## src/rtl/dw_fetch_pkg.sv

```systemverilog
package dw_fetch_pkg;
    typedef enum logic {
        ADV_ONE = 1'b0,
        ADV_TWO = 1'b1
    } adv_e;
endpackage

```

## src/rtl/dw_fetch_pair_decode.sv

```systemverilog
module dw_fetch_pair_decode
    import dw_fetch_pkg::*;
#(
    parameter int WORD_W   = 16,
    parameter bit SKIP_PAD = 1'b1
) (
    input  logic [2*WORD_W-1:0] pair,
    input  logic                odd,
    output logic [WORD_W-1:0]   sel_word,
    output logic [WORD_W-1:0]   second_word,
    output logic                is_long,
    output adv_e                adv
);
    logic [WORD_W-1:0] lo_w;
    logic [WORD_W-1:0] hi_w;
    logic              hi_is_pad;

    assign lo_w = pair[WORD_W-1:0];
    assign hi_w = pair[2*WORD_W-1:WORD_W];

    generate
        if (SKIP_PAD) begin : g_skip
            assign hi_is_pad = (hi_w == '0);
        end else begin : g_noskip
            assign hi_is_pad = 1'b0;
        end
    endgenerate

    always_comb begin
        sel_word    = odd ? hi_w : lo_w;
        is_long     = !odd && lo_w[WORD_W-1];
        second_word = is_long ? hi_w : '0;
        if (odd) begin
            adv = ADV_ONE;
        end else if (is_long || hi_is_pad) begin
            adv = ADV_TWO;
        end else begin
            adv = ADV_ONE;
        end
    end
endmodule

```

## src/rtl/dw_fetch_ptr_next.sv

```systemverilog
module dw_fetch_ptr_next
    import dw_fetch_pkg::*;
#(
    parameter int PTR_W = 12
) (
    input  logic [PTR_W-1:0] ptr,
    input  adv_e             adv,
    input  logic             br_valid,
    input  logic [PTR_W-1:0] br_target,
    output logic [PTR_W-1:0] ptr_nxt
);
    logic [PTR_W-1:0] step;

    assign step = (adv == ADV_TWO) ? PTR_W'(2) : PTR_W'(1);

    always_comb begin
        if (br_valid) begin
            ptr_nxt = br_target;
        end else begin
            ptr_nxt = ptr + step;
        end
    end
endmodule

```

## src/rtl/dw_fetch.sv

```systemverilog
module dw_fetch
    import dw_fetch_pkg::*;
#(
    parameter int          WORD_W     = 16,
    parameter int          ADDR_W     = 12,
    parameter bit          SKIP_PAD   = 1'b1,
    parameter logic [11:0] RESET_ADDR = 12'd0
) (
    input  logic                clk,
    input  logic                rst_n,
    output logic [ADDR_W-2:0]   code_addr,
    input  logic [2*WORD_W-1:0] code_data,
    input  logic                br_valid,
    input  logic [ADDR_W-1:0]   br_target,
    output logic                inst_valid,
    output logic                inst_long,
    output logic [WORD_W-1:0]   inst_word0,
    output logic [WORD_W-1:0]   inst_word1,
    output logic [ADDR_W-1:0]   inst_addr
);
    localparam logic [ADDR_W-1:0] RST_PTR = ADDR_W'(RESET_ADDR);

    typedef struct packed {
        logic [ADDR_W-1:0] ptr;
        logic              valid;
        logic              is_long;
        logic [WORD_W-1:0] w0;
        logic [WORD_W-1:0] w1;
        logic [ADDR_W-1:0] addr;
    } fetch_st_t;

    fetch_st_t st_d, st_q;

    logic [WORD_W-1:0] dec_word;
    logic [WORD_W-1:0] dec_second;
    logic              dec_long;
    adv_e              dec_adv;
    logic [ADDR_W-1:0] ptr_nxt;

    assign code_addr = st_q.ptr[ADDR_W-1:1];

    dw_fetch_pair_decode #(
        .WORD_W   (WORD_W),
        .SKIP_PAD (SKIP_PAD)
    ) u_dec (
        .pair        (code_data),
        .odd         (st_q.ptr[0]),
        .sel_word    (dec_word),
        .second_word (dec_second),
        .is_long     (dec_long),
        .adv         (dec_adv)
    );

    dw_fetch_ptr_next #(
        .PTR_W (ADDR_W)
    ) u_ptr (
        .ptr       (st_q.ptr),
        .adv       (dec_adv),
        .br_valid  (br_valid),
        .br_target (br_target),
        .ptr_nxt   (ptr_nxt)
    );

    always_comb begin
        st_d         = st_q;
        st_d.ptr     = ptr_nxt;
        st_d.valid   = !br_valid;
        st_d.is_long = dec_long;
        st_d.w0      = dec_word;
        st_d.w1      = dec_second;
        st_d.addr    = st_q.ptr;
    end

    always_ff @(posedge clk or negedge rst_n) begin
        if (!rst_n) begin
            st_q.ptr     <= RST_PTR;
            st_q.valid   <= 1'b0;
            st_q.is_long <= 1'b0;
            st_q.w0      <= '0;
            st_q.w1      <= '0;
            st_q.addr    <= '0;
        end else begin
            st_q <= st_d;
        end
    end

    assign inst_valid = st_q.valid;
    assign inst_long  = st_q.is_long;
    assign inst_word0 = st_q.w0;
    assign inst_word1 = st_q.w1;
    assign inst_addr  = st_q.addr;

    a_r7_one_per_clock: assert property (@(posedge clk) disable iff (!rst_n)
        !br_valid |=> inst_valid);

    a_r8_branch_bubble: assert property (@(posedge clk) disable iff (!rst_n)
        br_valid |=> (!inst_valid && st_q.ptr == $past(br_target)));

    a_r3_step_size: assert property (@(posedge clk) disable iff (!rst_n)
        !br_valid |=> ((st_q.ptr - $past(st_q.ptr)) == ADDR_W'(1)
                    || (st_q.ptr - $past(st_q.ptr)) == ADDR_W'(2)));

    a_r5_long_aligned: assert property (@(posedge clk) disable iff (!rst_n)
        (inst_valid && inst_long) |-> !inst_addr[0]);

    a_r10_short_upper_zero: assert property (@(posedge clk) disable iff (!rst_n)
        (inst_valid && !inst_long) |-> (inst_word1 == '0));

    a_r5_long_advance: assert property (@(posedge clk) disable iff (!rst_n)
        (!br_valid && !st_q.ptr[0] && code_data[WORD_W-1]) |=>
            (st_q.ptr == $past(st_q.ptr) + ADDR_W'(2)));
endmodule

```

## config.mk

```make
export PLATFORM = sky130hd
export DESIGN_NAME = dw_fetch
export DESIGN_NICKNAME = d
export VERILOG_FILES = /design/src/rtl/dw_fetch_pkg.sv /design/src/rtl/dw_fetch_pair_decode.sv /design/src/rtl/dw_fetch_ptr_next.sv /design/src/rtl/dw_fetch.sv
export SDC_FILE = /design/constraint.sdc
export NUM_CORES = 1
export LEC_CHECK = 0
export BUFFER_PORTS_ARGS = -buffer_cell sky130_fd_sc_hd__buf_2
export CAP_MARGIN = 40
export CORE_MARGIN = 10
export CORE_UTILIZATION = 40
export CTS_BUF_LIST = sky130_fd_sc_hd__clkbuf_4 sky130_fd_sc_hd__clkbuf_8
export CTS_CLUSTER_DIAMETER = 150
export DETAILED_ROUTE_END_ITERATION = 6
export GPL_ROUTABILITY_DRIVEN = 0
export GPL_TIMING_DRIVEN = 0
export PLACE_DENSITY_LB_ADDON = 0.08
export SLEW_MARGIN = 5
export SYNTH_ARGS = -nofsm -noshare
export SYNTH_HDL_FRONTEND = slang
export SYNTH_SLANG_ARGS = --single-unit
```

## constraint.sdc

```tcl
create_clock -name clk -period 2.9 [get_ports clk]
set_clock_uncertainty 0.15 [all_clocks]
set_input_delay 0.29 -clock clk [delete_from_list [all_inputs] [get_ports clk]]
set_output_delay 0.29 -clock clk [all_outputs]
set_load 0.05 [all_outputs]
```

==> run summary, run 1 <==
outcome: finished clean
wire length per cell: 15.7 um
TritonCTS clock tree: done
DRC violations left: 0
Period Utilization, post-route: 84.8%
DRT Pass-1 Iters: 4
depth of the CTS H-tree: 3
cell family with most CP delay: simple AND/OR/NAND/NOR gates
Cell Area, Synth: 2340 um2
peak supply drop: 0.360 mV
row count: 27
Sinks on Clock Net: 58
setup_tns: 0 ns
vias in the first global route: 1807
Fillers: 508
final hold vios: 0
maximum clock rate: 407 MHz
clock root cell: clkbuf_8
crit-path max cell delay: 0.50 ns
Initial Utilization: 41.9%
Final HPWL DP: 4590 um
CTS resizes: 0
Post-CTS Setup Inserts: 0
post-DR vias/cell: 4.61
R2R depth: 8
nets: 348
worst path cell trace: nor2b_1, clkbuf_1, a41oi_1, nor2_1, ha_1, a21oi_2, or4_1, o211ai_1
WS Path Type: reg -> reg
P per Cell Area: 711 nW/um2
CP max-delay cell: or4_1
worst skew pair latency: 0.32 ns
WP depth: 8
Antenna Violating Nets Remaining: 0
critical path capture point type: flop
worst hold margin: 0.0209 ns
TritonCTS buffer count: 9
cell taking the most area after synthesis: dfrtp_1
Syn. warnings: 0
Mean Syn Cell Area: 12.7 um2
Post-synth EDFFs: 0
crit path launch type: flop
Die Width: 96.4 um
leak pwr: 1.61 nW
final slew viol count: 0
worst hold path depth: 3
Inserted Diodes: 0
Buffers on Ports: 103
largest net degree at the start of global routing: 37
CTS max path bufs: 2
post-synthesis cell type count: 31
first-pass GRT wire length: 9120 um
Synth Register Bits: 58
# setup viols final: 0
syn_nets: 232
Area Growth Syn to Fin: 35.4%
Worst EP arrival: 2.55 ns
top-area cell type share of the netlist area: 62.1%
unrepaired setup endpoints after global routing: false
initial antenna violation count: 0
worst min path class: in -> reg
routed wire length: 5890 um
Slew headroom: 65.7%
Syn Inst Count: 184
placed insts: 360
Pwr Total: 0.00225 W
Crit Path Max Fanout: 10
Die H: 96.4 um
Tmin final: 2.46 ns
GRT overflow: 0
GR Util All Layers: 13.1%
most common flop cell mapped by yosys: dfrtp_1
layout cells sized above 1: 51.8%
vias: 1728
Hold Buf Count CTS: 1
max cap viols: 0
Final Non-Filler Cells: 375
Buf+Inv Stages, Crit Path: 1
core area: 5570 um2
worst slew pin tran: 0.514 ns
async set or reset register ratio after synthesis: 100%
main area contributors after synthesis: dfrtp_1 (62%), mux2_2 (7.2%), and2_1 (4.6%)
total die area: 9300 um2
# IOs: 104
critical path data required time: 2.99 ns
initial DRC count: 62
Clock transition at path regs: 0.06 ns
sequential fraction of the synthesis area: 62.1%
Yosys cell counts (5+ instances only):
| library cell | count |
|---|---|
| buf_4 | 11 |
| nor2_1 | 6 |
| nand2_1 | 13 |
| mux2_2 | 15 |
| and2_1 | 17 |
| o311ai_0 | 5 |
| dfrtp_1 | 58 |
through the flow:
step           area, um2  worst slack, ns  util (%)
2_1_floorplan       2340            0.718         -
3_3_place_gp        2940            0.444      52.8
3_5_place_dp        2960            0.440      53.2
4_1_cts             3160            0.423      56.8
5_1_grt             3160            0.174      56.8
6_report            3160            0.441      56.8
cell usage in the layout (no fill, tap or decap), drive strengths merged:
cell,Yosys,layout
clkinv,0,2
nand4,2,2
buf,14,118
or3,1,1
and2,17,17
mux2,15,15
clkbuf,5,16
and2b,1,1
a21oi,2,2
dfrtp,58,58
o311ai,5,5
a22o,1,1
bufinv,0,1
a41oi,1,1
nor4,4,4
o21ai,4,4
dlygate4sd3,0,1
a31oi,3,3
or2,4,4
xnor2,2,2
nor2b,3,3
a21o,3,3
o41ai,3,3
ha,1,1
nand3,4,4
o211ai,3,3
or4,4,4
inv,4,4
nor2,6,6
o31ai,1,1
nand2,13,13
metal layers:
metal / wire length (um) / vias to the layer above / track usage, %
li1: - / 863 / -
met1: 2510 / 788 / 15.8
met2: 2620 / 68 / 19.0
met3: 670 / 9 / 6.94
met4: 85 / 0 / 5.81
met5: 0 / - / 0
tightest hold or removal path: cells and delay by family:
family | cells | cell delay, ns
AO/OA/AOI/OAI | 1 | 0.05
buffers and inverters | 1 | 0.07
AND/OR/NAND/NOR | 1 | 0.04
report_power, final:
part | switching [W] | total [W] | internal [W] | leakage, nW
sequential | 0.0000459 | 0.000931 | 0.000885 | 0.710
combinational | 0.000423 | 0.000599 | 0.000176 | 0.794
clock | 0.000289 | 0.000720 | 0.000431 | 0.101
total | 0.000758 | 0.00225 | 0.00149 | 1.61
kinds of logic after synthesis:
group	count (synthesis)	share of synthesized area [%]
simple gates	59	14.5
flops	58	62.1
compound gates	26	8.41
buf+inv	23	6.48
mux	15	7.23
xor+xnor	2	0.750
fa+ha+maj	1	0.535
cell type report:
class / count / area (um2) / area share, %
tap: 72 / 90.1 / 2.85
inverter: 4 / 15.0 / 0.474
clock buffer: 11 / 151 / 4.78
multi-input combinational: 103 / 734 / 23.2
timing repair buffer: 105 / 546 / 17.2
buffer: 19 / 136 / 4.31
clock inverter: 3 / 40.0 / 1.27
sequential: 58 / 1450 / 45.9
registers in the layout, indices dropped and copies added, names as in the netlist:
name,flops
inst_addr,12
st_d,1
inst_valid,1
inst_long,1
inst_word1,16
inst_word0,16
code_addr,11
worst paths after layout:
path	slack, ns	start	end
max in group asynchronous	1.70	rst_n	code_addr[9]$_DFF_PN0_
min	0.02	br_target[2]	code_addr[1]$_DFF_PN0_
min in group asynchronous	0.33	rst_n	inst_word1[13]$_DFF_PN0_
max	0.44	st_d[0]$_DFF_PN0_	code_addr[10]$_DFF_PN0_
min reg2reg	0.29	code_addr[10]$_DFF_PN0_	inst_addr[11]$_DFF_PN0_
max reg2reg	0.44	st_d[0]$_DFF_PN0_	code_addr[10]$_DFF_PN0_
(Power assumes the default switching activity.)
==> run 2: changes to the inputs <==
==> constraint.sdc (replaced) <==
create_clock -name clk -period 2.2 [get_ports clk]
set_clock_uncertainty 0.15 [all_clocks]
set_input_delay 0.22 -clock clk [delete_from_list [all_inputs] [get_ports clk]]
set_output_delay 0.22 -clock clk [all_outputs]
set_load 0.05 [all_outputs]
==> run 2 against run 1 <==
Compared with the run above:
- sequential share of layout area shrank 7.3 points
- sequential power up 32%
- global-route usage rose by 1.8 points
- largest power group unchanged
==> run summary, run 2 (synthesized netlist as in run 1, its figures left out) <==
outcome: finished clean
vias: 1989
row count: 27
GRT overflow: 0
# IOs: 104
Pwr Total: 0.00310 W
Die Width: 96.4 um
Tmin final: 2.12 ns
total die area: 9300 um2
peak supply drop: 0.465 mV
vias in the first global route: 2073
P per Cell Area: 824 nW/um2
largest net degree at the start of global routing: 37
Final HPWL DP: 4590 um
Area Growth Syn to Fin: 61.3%
critical path data required time: 2.30 ns
worst min path class: in -> reg
unrepaired setup endpoints after global routing: false
clock root cell: clkbuf_8
wire length per cell: 15.6 um
initial DRC count: 52
Final Non-Filler Cells: 433
DRT Pass-1 Iters: 4
first-pass GRT wire length: 10500 um
GR Util All Layers: 14.9%
nets: 406
Clock transition at path regs: 0.06 ns
placed insts: 360
commonest non-fill, non-tap cell in the layout: buf_2
Buffers on Ports: 103
Slew headroom: 65.4%
Sinks on Clock Net: 58
final slew viol count: 0
layout cells sized above 1: 46.8%
leak pwr: 1.85 nW
worst skew pair latency: 0.33 ns
Initial Utilization: 41.9%
maximum clock rate: 473 MHz
critical path capture point type: flop
WS Path Type: reg -> reg
initial antenna violation count: 0
final hold vios: 0
Period Utilization, post-route: 96.2%
Antenna Violating Nets Remaining: 0
Worst EP arrival: 2.21 ns
# setup viols final: 0
post-DR vias/cell: 4.59
worst slew pin tran: 0.519 ns
DRC violations left: 0
commonest non-fill, non-tap cells in the layout: buf_2 (106), dfrtp_1 (57), dlygate4sd3_1 (53)
TritonCTS clock tree: done
Die H: 96.4 um
routed wire length: 6770 um
max cap viols: 0
CTS max path bufs: 2
Inserted Diodes: 0
crit path launch type: flop
TritonCTS buffer count: 9
Crit Path Max Fanout: 10
core area: 5570 um2
depth of the CTS H-tree: 3
run 2: per-stage QoR:
step | util (%) | cell area (um2) | hold WS [ns] | setup TNS (ns) | setup slack [ns]
6_report | 67.6 | 3770 | 0.0108 | 0 | 0.0842
5_1_grt | 67.6 | 3770 | 0.00969 | 0 | 0.00183
4_1_cts | 66.6 | 3710 | 0.000896 | 0 | 0.00223
3_5_place_dp | 53.2 | 2960 | 0.0770 | -1.17 | -0.260
3_3_place_gp | 52.8 | 2940 | 0.257 | -0.983 | -0.256
2_1_floorplan | - | 2340 | -0.226 | 0 | 0.0182
run 2: path summary, 6_finish.rpt:
kind | startpoint | end | slack [ns] | cells past startpoint
max in group asynchronous | rst_n | st_d[0]$_DFF_PN0_ | 1.06 | 3
min in group asynchronous | rst_n | inst_word1[13]$_DFF_PN0_ | 0.26 | 2
setup reg to reg | st_d[0]$_DFF_PN0_ | code_addr[9]$_DFF_PN0_ | 0.08 | 7
hold / removal | code_data[19] | inst_word0[3]$_DFF_PN0_ | 0.01 | 2
hold reg to reg | code_addr[10]$_DFF_PN0_ | inst_addr[11]$_DFF_PN0_ | 0.30 | 0
setup / recovery | st_d[0]$_DFF_PN0_ | code_addr[9]$_DFF_PN0_ | 0.08 | 7
run 2: power breakdown:
part           internal [W]  leakage, nW  switching (W)  total, W
logic              0.000331         1.04       0.000593  0.000924
registers           0.00117        0.709      0.0000625   0.00123
clock network      0.000568        0.101       0.000383  0.000951
run 2: critical path: stages, from the launching register on:
cell      delay (ns)
dfrtp_2         0.40
buf_4           0.13
buf_2           0.20
nor2_2          0.15
ha_4            0.19
a21oi_2         0.08
or4_1           0.55
o211ai_1        0.18
run 2: repair_timing:
item / 4_1_cts / 5_1_grt
endpoints found under the hold margin: 65 / 0
pin swaps: 1 / 4
hold buffers: 53 / 0
endpoints found under the setup margin: 8 / 6
resized for setup: 5 / 5
gates cloned: 0 / 1
buffers inserted: 2 / 3
run 2: final cells by class:
class / count / area (um2)
plain buffers: 19 / 140
clock buffers: 11 / 151
clock inverters: 3 / 40.0
fillers: 446 / 1800
inverters: 4 / 15.0
multi-input cells: 104 / 777
flip-flops and latches: 58 / 1450
well taps: 72 / 90.1
repair buffers: 162 / 1100
run 2: per-layer routing:
metal,vias to the layer above,part of all wire (%),global-route usage [%]
met2,72,47,22.5
li1,987,-,-
met3,13,11,7.09
met4,0,2.3,7.02
met1,917,40,17.5
met5,-,0,0
==> run 3: changes to the inputs <==
--- a/config.mk
+++ b/config.mk
@@ -8,7 +8,7 @@
 export BUFFER_PORTS_ARGS = -buffer_cell sky130_fd_sc_hd__buf_2
 export CAP_MARGIN = 40
 export CORE_MARGIN = 10
-export CORE_UTILIZATION = 40
+export CORE_UTILIZATION = 44
 export CTS_BUF_LIST = sky130_fd_sc_hd__clkbuf_4 sky130_fd_sc_hd__clkbuf_8
 export CTS_CLUSTER_DIAMETER = 150
 export DETAILED_ROUTE_END_ITERATION = 6
==> run 3 against run 2 <==
Compared with the run above:
- total power decreased by 6.4%
- combinational power decreased by 4.4%
- routed wire length decreased by 3.6%
- final cell count decreased by 3.2%
- sequential power about the same
- first-iteration DRC count increased by 19%
- global-route usage increased by 0.80 points
- critical path type unchanged
- critical endpoint is now code_addr[10]$_DFF_PN0_
- largest cell class unchanged
==> run summary, run 3 (synthesized netlist as in run 1, its figures left out) <==
TritonCTS clock tree: done
Worst EP arrival: 2.18 ns
CP max-delay cell: or4_1
post-DR vias/cell: 4.67
clock root cell: clkbuf_8
TritonCTS buffer count: 9
nets: 395
DRT Pass-1 Iters: 4
core area: 5140 um2
placed instance area: 2960 um2
Crit Path Max Fanout: 9
Clock transition at path regs: 0.06 ns
setup_tns: 0 ns
Period Utilization, post-route: 95.1%
Die H: 92.9 um
commonest non-fill, non-tap cells in the layout: buf_2 (105), dfrtp_1 (57), dlygate4sd3_1 (42)
crit path launch type: flop
Inserted Diodes: 0
wire length per cell: 15.6 um
Worst R2R Start: st_d[0]$_DFF_PN0_
worst skew pair latency: 0.32 ns
largest net degree at the start of global routing: 33
# setup viols final: 0
outcome: finished clean
worst hold margin: 0.0104 ns
worst slew pin tran: 0.595 ns
commonest non-fill, non-tap cell in the layout: buf_2
GRT overflow: 0
critical path capture point type: flop
initial DRC count: 62
Sinks on Clock Net: 58
depth of the CTS H-tree: 3
vias in the first global route: 2200
Antenna Violating Nets Remaining: 0
Slew headroom: 60.3%
Area Growth Syn to Fin: 54.1%
maximum clock rate: 478 MHz
Tmin final: 2.09 ns
leak pwr: 1.79 nW
peak supply drop: 0.510 mV
Buffers on Ports: 103
P per Cell Area: 806 nW/um2
initial antenna violation count: 0
crit path launch: st_d[0]$_DFF_PN0_
worst path cell trace: nor2b_1, clkbuf_4, a41oi_2, nor2_1, ha_2, a21oi_4, or4_1, o211ai_1
Die Width: 92.9 um
critical path data required time: 2.29 ns
final slew viol count: 0
crit-path max cell delay: 0.42 ns
CP Capture Point: code_addr[10]$_DFF_PN0_
Buf+Inv Stages, Crit Path: 1
Final HPWL DP: 4500 um
routed wire length: 6530 um
GR Util All Layers: 15.7%
worst min path class: in -> reg
WS Path Type: reg -> reg
r2r setup slk: 0.11 ns
RR Endpoint: code_addr[10]$_DFF_PN0_
R2R depth: 8
max cap viols: 0
layout cells sized above 1: 47.6%
DRC violations left: 0
CTS max path bufs: 2
# IOs: 104
row count: 26
vias: 1955
cell family with most CP delay: simple AND/OR/NAND/NOR gates
final instance area: 3600 um2
total die area: 8630 um2
WP depth: 8
Initial Utilization: 45.5%
first-pass GRT wire length: 10700 um
final hold vios: 0
-- run 3: worst min-delay path by stage --
stage	endpoint	start	cells after the start	slack, ns
4_1_cts	inst_word0[3]$_DFF_PN0_	code_data[19]	2	0.002
2_1_floorplan	code_addr[0]$_DFF_PN0_	rst_n	0	-0.23
5_1_grt	inst_word0[14]$_DFF_PN0_	code_data[30]	2	0.004
3_3_place_gp	inst_addr[11]$_DFF_PN0_	code_addr[10]$_DFF_PN0_	0	0.26
6_report	inst_word0[6]$_DFF_PN0_	code_data[22]	2	0.01
3_5_place_dp	inst_word0[9]$_DFF_PN0_	rst_n	1	0.11
-- run 3: stage by stage --
step | total power (W) | instances | worst slack [ns] | utilization, %
2_1_floorplan | 0.00181 | 184 | 0.0182 | -
4_1_cts | 0.00292 | 418 | 0.0168 | 69.9
6_report | 0.00290 | 419 | 0.107 | 70.1
5_1_grt | 0.00306 | 419 | -0.000694 | 70.1
3_5_place_dp | 0.00204 | 358 | -0.239 | 57.6
3_3_place_gp | 0.00203 | 357 | -0.256 | 57.2
-- run 3: cell type report --
class	instances	area (um2)
fill	412	1540
sequential	58	1450
timing repair buffer	153	1010
multi-input combinational	103	752
clock buffer	12	146
buffer	18	135
tap	70	87.6
inverter	4	15.0
clock inverter	1	5.00
-- run 3: repair_timing --
item | in CTS | in global routing
setup endpoints to repair | 8 | 5
gates resized for setup | 6 | 0
endpoints found under the hold margin | 67 | 0
pin swaps | 3 | 6
setup buffers | 5 | 2
hold buffers | 42 | 0
-- run 3: routing by layer --
layer  wire length (um)  vias up  part of all wire (%)  global-route usage [%]
li1                   -      957                     -                       -
met4                 61        0                  0.93                    6.68
met1               2580      918                    40                    16.3
met2               3150       74                    48                    25.9
met5                  0        -                     0                       0
met3                732        6                    11                    8.23
-- run 3: where the power goes --
group / internal (W) / switching (W) / total, W
combinational: 0.000302 / 0.000581 / 0.000883
clock: 0.000426 / 0.000369 / 0.000794
sequential: 0.00117 / 0.0000603 / 0.00123
